File: src/rtl/piso_hold_pkg.sv
package piso_hold_pkg;
  localparam int STROBE_COUNT = 2;
  localparam int STB_CAP = 0;
  localparam int STB_SHF = 1;

  typedef enum logic {
    MODE_LOAD  = 1'b0,
    MODE_SHIFT = 1'b1
  } stage_mode_e;
endpackage

File: src/rtl/strobe_edge.sv
module strobe_edge (
  input  logic clk,
  input  logic rst,
  input  logic level,
  output logic rise
);
  logic level_q;

  always_ff @(posedge clk) begin
    if (rst) level_q <= 1'b0;
    else     level_q <= level;
  end

  assign rise = level & ~level_q;

  // a held strobe yields one detection only
  AST_EDGE_SINGLE: assert property (@(posedge clk) disable iff (rst)
    rise |=> !rise);
endmodule

File: src/rtl/hold_latch.sv
module hold_latch #(
  parameter int WIDTH = 8
) (
  input  logic             clk,
  input  logic             rst,
  input  logic             take,
  input  logic [WIDTH-1:0] word_in,
  output logic [WIDTH-1:0] word_q
);
  always_ff @(posedge clk) begin
    if (rst)       word_q <= '0;
    else if (take) word_q <= word_in;
  end

  AST_LATCH_CAPTURE: assert property (@(posedge clk) disable iff (rst)
    take |=> word_q == $past(word_in));
  AST_LATCH_HOLD: assert property (@(posedge clk) disable iff (rst)
    !take |=> $stable(word_q));
endmodule

File: src/rtl/stage_register.sv
module stage_register
  import piso_hold_pkg::*;
#(
  parameter int WIDTH = 8
) (
  input  logic             clk,
  input  logic             rst,
  input  stage_mode_e      mode,
  input  logic             step,
  input  logic             ser_in,
  input  logic [WIDTH-1:0] held_word,
  output logic [WIDTH-1:0] stages_q
);
  localparam int TOP = WIDTH - 1;

  function automatic logic [WIDTH-1:0] advance(input logic [WIDTH-1:0] cur,
                                               input logic bit_in);
    return {cur[TOP-1:0], bit_in};
  endfunction

  logic [WIDTH-1:0] stages_d;

  always_comb begin
    unique case (mode)
      MODE_LOAD:  stages_d = held_word;
      MODE_SHIFT: stages_d = step ? advance(stages_q, ser_in) : stages_q;
      default:    stages_d = stages_q;
    endcase
  end

  always_ff @(posedge clk) begin
    if (rst) stages_q <= '0;
    else     stages_q <= stages_d;
  end

  AST_LOAD_COPY: assert property (@(posedge clk) disable iff (rst)
    (mode == MODE_LOAD) |=> stages_q == $past(held_word));
  AST_SHIFT_STEP: assert property (@(posedge clk) disable iff (rst)
    (mode == MODE_SHIFT && step) |=>
      stages_q == {$past(stages_q[TOP-1:0]), $past(ser_in)});
  AST_SHIFT_HOLD: assert property (@(posedge clk) disable iff (rst)
    (mode == MODE_SHIFT && !step) |=> $stable(stages_q));
endmodule

File: src/rtl/piso_hold_shifter.sv
module piso_hold_shifter
  import piso_hold_pkg::*;
#(
  parameter int WIDTH = 8
) (
  input  logic             clk,
  input  logic             rst,
  input  logic [WIDTH-1:0] par_in,
  input  logic             cap_strobe,
  input  logic             shf_strobe,
  input  logic             shift_mode,
  input  logic             ser_in,
  input  logic             out_en_n,
  output logic             ser_out,
  output logic             ser_drive
);
  localparam int TOP = WIDTH - 1;

  logic [STROBE_COUNT-1:0] strobe_lvl;
  logic [STROBE_COUNT-1:0] strobe_rise;
  logic [WIDTH-1:0]        latch_word;
  logic [WIDTH-1:0]        stage_word;
  logic                    cap_edge;
  logic                    shf_edge;
  stage_mode_e             mode_sel;

  assign strobe_lvl[STB_CAP] = cap_strobe;
  assign strobe_lvl[STB_SHF] = shf_strobe;

  for (genvar i = 0; i < STROBE_COUNT; i++) begin : g_edge
    strobe_edge u_edge (
      .clk  (clk),
      .rst  (rst),
      .level(strobe_lvl[i]),
      .rise (strobe_rise[i])
    );
  end

  assign cap_edge = strobe_rise[STB_CAP];
  assign shf_edge = strobe_rise[STB_SHF];
  assign mode_sel = stage_mode_e'(shift_mode);

  hold_latch #(.WIDTH(WIDTH)) u_latch (
    .clk    (clk),
    .rst    (rst),
    .take   (cap_edge),
    .word_in(par_in),
    .word_q (latch_word)
  );

  stage_register #(.WIDTH(WIDTH)) u_stages (
    .clk      (clk),
    .rst      (rst),
    .mode     (mode_sel),
    .step     (shf_edge),
    .ser_in   (ser_in),
    .held_word(latch_word),
    .stages_q (stage_word)
  );

  assign ser_out   = stage_word[TOP];
  assign ser_drive = ~out_en_n;

  // the serial bit leaving must be the old next-to-last stage after a shift
  AST_OUT_FOLLOWS: assert property (@(posedge clk) disable iff (rst)
    (shift_mode && shf_edge) |=> ser_out == $past(stage_word[TOP-1]));
endmodule

File: config.mk
export PLATFORM = sky130hd
export DESIGN_NAME = piso_hold_shifter
export DESIGN_NICKNAME = d
export VERILOG_FILES = /design/src/rtl/piso_hold_pkg.sv /design/src/rtl/strobe_edge.sv /design/src/rtl/hold_latch.sv /design/src/rtl/stage_register.sv /design/src/rtl/piso_hold_shifter.sv
export SDC_FILE = /design/constraint.sdc
export NUM_CORES = 1
export LEC_CHECK = 0
export BUFFER_PORTS_ARGS = -buffer_cell sky130_fd_sc_hd__buf_4
export CORE_MARGIN = 8
export CORE_UTILIZATION = 45
export DETAILED_ROUTE_END_ITERATION = 6
export PLACE_DENSITY_LB_ADDON = 0.1
export SLEW_MARGIN = 20
export SYNTH_ARGS = -nofsm -noshare
export SYNTH_HDL_FRONTEND = slang
export SYNTH_SLANG_ARGS = --single-unit
File: constraint.sdc
create_clock -name clk -period 1.2 [get_ports clk]
set_input_delay 0.06 -clock clk [delete_from_list [all_inputs] [get_ports clk]]
set_output_delay 0.06 -clock clk [all_outputs]
set_load 0.05 [all_outputs]
==> flow_metrics.py <==
metrics = {
    "status": {
        "status": "finished clean",
    },
    "clock_tree": {
        "cts-root-buf": "clkbuf_4",
        "htree_levels": 1,
        "post_cts_buffers": 0,
        "clock_latency_ns": 0.29,
        "cts_resized": 0,
        "clk_pin_slew_ns": 0.10,
        "numCtsBuffers": 3,
        "cts_sinks": 18,
        "tritoncts": "done",
        "clockBufferDepth": 2,
    },
    "floorplanning": {
        "die_h_um": 55.8,
        "core.rowCount": 14,
        "die_w_um": 55.8,
        "start_util": 0.474,
        "ios": 17,
        "core-area_um2": 1510,
        "dieArea_um2": 3120,
    },
    "grt": {
        "groute.usage.overall": 0.0952,
        "grt_overflow": 0,
        "grt_start_max_net_pins": 19,
        "grt_antenna_before_repair": 0,
        "grt_pass1_vias": 519,
        "grt_pass1_wl_mm": 2.36,
    },
    "critical_path": {
        "worst-endpoint-arrival_ns": 1.33,
        "crit_chain": "dlygate4sd3_1 > buf_4 > nor2b_4 > mux2i_1 > a211oi_1",
        "required_ns": 1.41,
        "cp_slowest_stage_delay_ns": 0.52,
        "critical_path_class": "in -> reg",
        "worstSetupEndpointType": "register",
        "worst-path-max-fanout": 8,
        "crit-reg2reg-launch": "g_edge[1].u_edge.level_q$_SDFF_PP0_",
        "startpoint": "shf_strobe",
        "cp_slowest_cell": "dlygate4sd3_1",
        "startpoint_type": "input port",
    },
    "synthesis": {
        "yosysSeqAreaShare": 0.504,
        "synthTopCellsByArea": "dfxtp_1 (50%), mux2i_1 (22%), a211oi_1 (8.4%), nor2_1 (8.4%), buf_2 (2.1%)",
        "avgSynthCellArea_um2": 10.4,
        "ys_ff_latch": 18,
        "yosys.cell_types.count": 12,
        "synth_fa_ha_area_frac": 0,
        "synth_top_family_by_area": "multiplexers",
        "syn_inst": 69,
        "synth_fp_nets": 84,
        "synth_flop_cell": "dfxtp_1",
        "synth_compound_area_frac": 0.0841,
        "yosysMostFrequentCell": "dfxtp_1",
        "synth_enable_flop_cells": 0,
        "synth_area_leader_cell": "dfxtp_1",
        "yosysWarningCount": 0,
        "synth_mux_area_frac": 0.224,
        "synthXorXnorAreaFrac": 0,
        "synthSimpleGateAreaFrac": 0.133,
        "syn-cell-area_um2": 714,
        "synth_top_area_share": 0.504,
        "synth_commonest_cells": "dfxtp_1 (18), mux2i_1 (16), nor2_1 (16)",
        "async_flop_share": 0,
    },
    "sta": {
        "hold-worst-slack_ns": 0.0144,
        "period_needed_ns": 1.12,
        "rsz0062_at_grt": "no",
        "setup_viol": 0,
        "setup-tns-final_ns": 0,
        "fin_skew_ns": 0.00583,
        "max_freq_ghz": 0.893,
        "fin_ws_ns": 0.0806,
        "finalMaxSlewViolations": 0,
        "fin_crit_sh": 0.933,
        "hold_viol_final": 0,
        "worst_pin_slew_ns": 0.281,
        "maxSlewHeadroom": 0.812,
    },
    "routing": {
        "topRoutingLayerUsed": "met4",
        "drc": 0,
        "first_pass_iters": 4,
        "wl_met1_um": 732,
        "met2_wirelength_um": 559,
        "avgViaCountPerCell": 4.95,
        "drt_wl_total_mm": 1.39,
        "wl_per_cell_um": 12.7,
        "antenna_left": 0,
        "route.met3.wl_um": 52,
        "num_vias": 540,
        "first_iter_violations": 2,
    },
    "pwr": {
        "max-vdd-ir-drop_mv": 0.855,
        "power_density_nw_per_um2": 1270,
        "p_leak_nw": 0.423,
    },
    "cells_and_area": {
        "nets": 109,
        "area_delta_synth_final_pct": 33.5,
        "drive_gt1_frac": 0.247,
        "finalNonFillerCells": 109,
        "diodes": 0,
    },
    "placed_design": {
        "gp_congestion": 0.660,
        "numPortBuffers": 16,
        "dp.cells": 96,
        "dp_slack_ns": 0.171,
    },
    "hold_path": {
        "worstHoldStart": "par_in[6]",
        "hold_path_class": "in -> reg",
    },
    "flow_run": {
        "maxCapViolations": 0,
    },
}
final cells by class:
type	count	area [um2]
multi-input combinational	44	315
clock buffer	4	36.3
fill	137	553
timing repair buffer	26	218
sequential	18	360
inverter	1	3.75
tap	16	20.0
metrics by stage:
| step | power (mW) | instance area [um2] | utilization |
|---|---|---|---|
| 6_report | 1.21 | 953 | 0.633 |
| 5_1_grt | 1.28 | 953 | 0.633 |
| 4_1_cts | 1.23 | 953 | 0.633 |
| 3_5_place_dp | 0.831 | 827 | 0.549 |
| 3_3_place_gp | 0.828 | 827 | 0.549 |
| 2_1_floorplan | 0.778 | 714 | - |
state kept, by name (all words and copies together), names as in the netlist:
| name | flops |
|---|---|
| u_stages.stages_q | 8 |
| u_latch.word_q | 8 |
| g_edge.u_edge.level_q | 2 |
final timing paths:
check | cells past startpoint | endpoint | slack (ns)
hold / removal | 3 | u_latch.word_q[6]$_SDFFE_PP0P_ | 0.01
hold reg to reg | 2 | u_latch.word_q[7]$_SDFFE_PP0P_ | 0.50
setup reg to reg | 3 | u_stages.stages_q[0]$_SDFFE_PP0P_ | 0.15
setup / recovery | 5 | u_stages.stages_q[0]$_SDFFE_PP0P_ | 0.08
cell usage in the layout (no fill, tap or decap):
cell,netlist,layout
dfxtp_1,18,18
buf_4,0,17
mux2i_1,16,16
nor2_1,16,16
dlygate4sd3_1,0,9
a211oi_1,8,8
clkbuf_4,0,3
nor2b_1,2,2
inv_1,1,1
nor2b_4,1,1
nor2b_2,1,1
clkbuf_8,0,1
worst max-delay path, delay by kind of cell:
kind / cells / cell delay [ns]
AO/OA/AOI/OAI: 1 / 0.23
buffers and inverters: 2 / 0.62
multiplexers: 1 / 0.13
AND/OR/NAND/NOR: 1 / 0.28
metal layers:
layer | vias to the layer above | global-route usage
met1 | 240 | 0.128
li1 | 283 | -
met5 | - | 0
met2 | 13 | 0.117
met3 | 4 | 0.0342
met4 | 0 | 0.0722
cells by family (layout without fill, tap and decap cells):
| kind of cell | after synthesis | count (layout) |
|---|---|---|
| flops | 18 | 18 |
| simple gates | 20 | 20 |
| buf+inv | 7 | 31 |
| compound gates | 8 | 8 |
| mux | 16 | 16 |
report_power, final:
| part | switching (mW) | leakage [nW] | internal (mW) | total (mW) |
|---|---|---|---|---|
| Clock | 0.185 | 0.0210 | 0.185 | 0.370 |
| Sequential | 0.0176 | 0.149 | 0.634 | 0.652 |
| Combinational | 0.0844 | 0.254 | 0.104 | 0.188 |
| Total | 0.287 | 0.423 | 0.923 | 1.21 |
repair_timing:
item                                    in CTS  in global routing
hold endpoints to repair                     9                  0
hold buffers                                 9                  0
endpoints found under the setup margin       0                  0
Power figures use the tool's default switching activity.
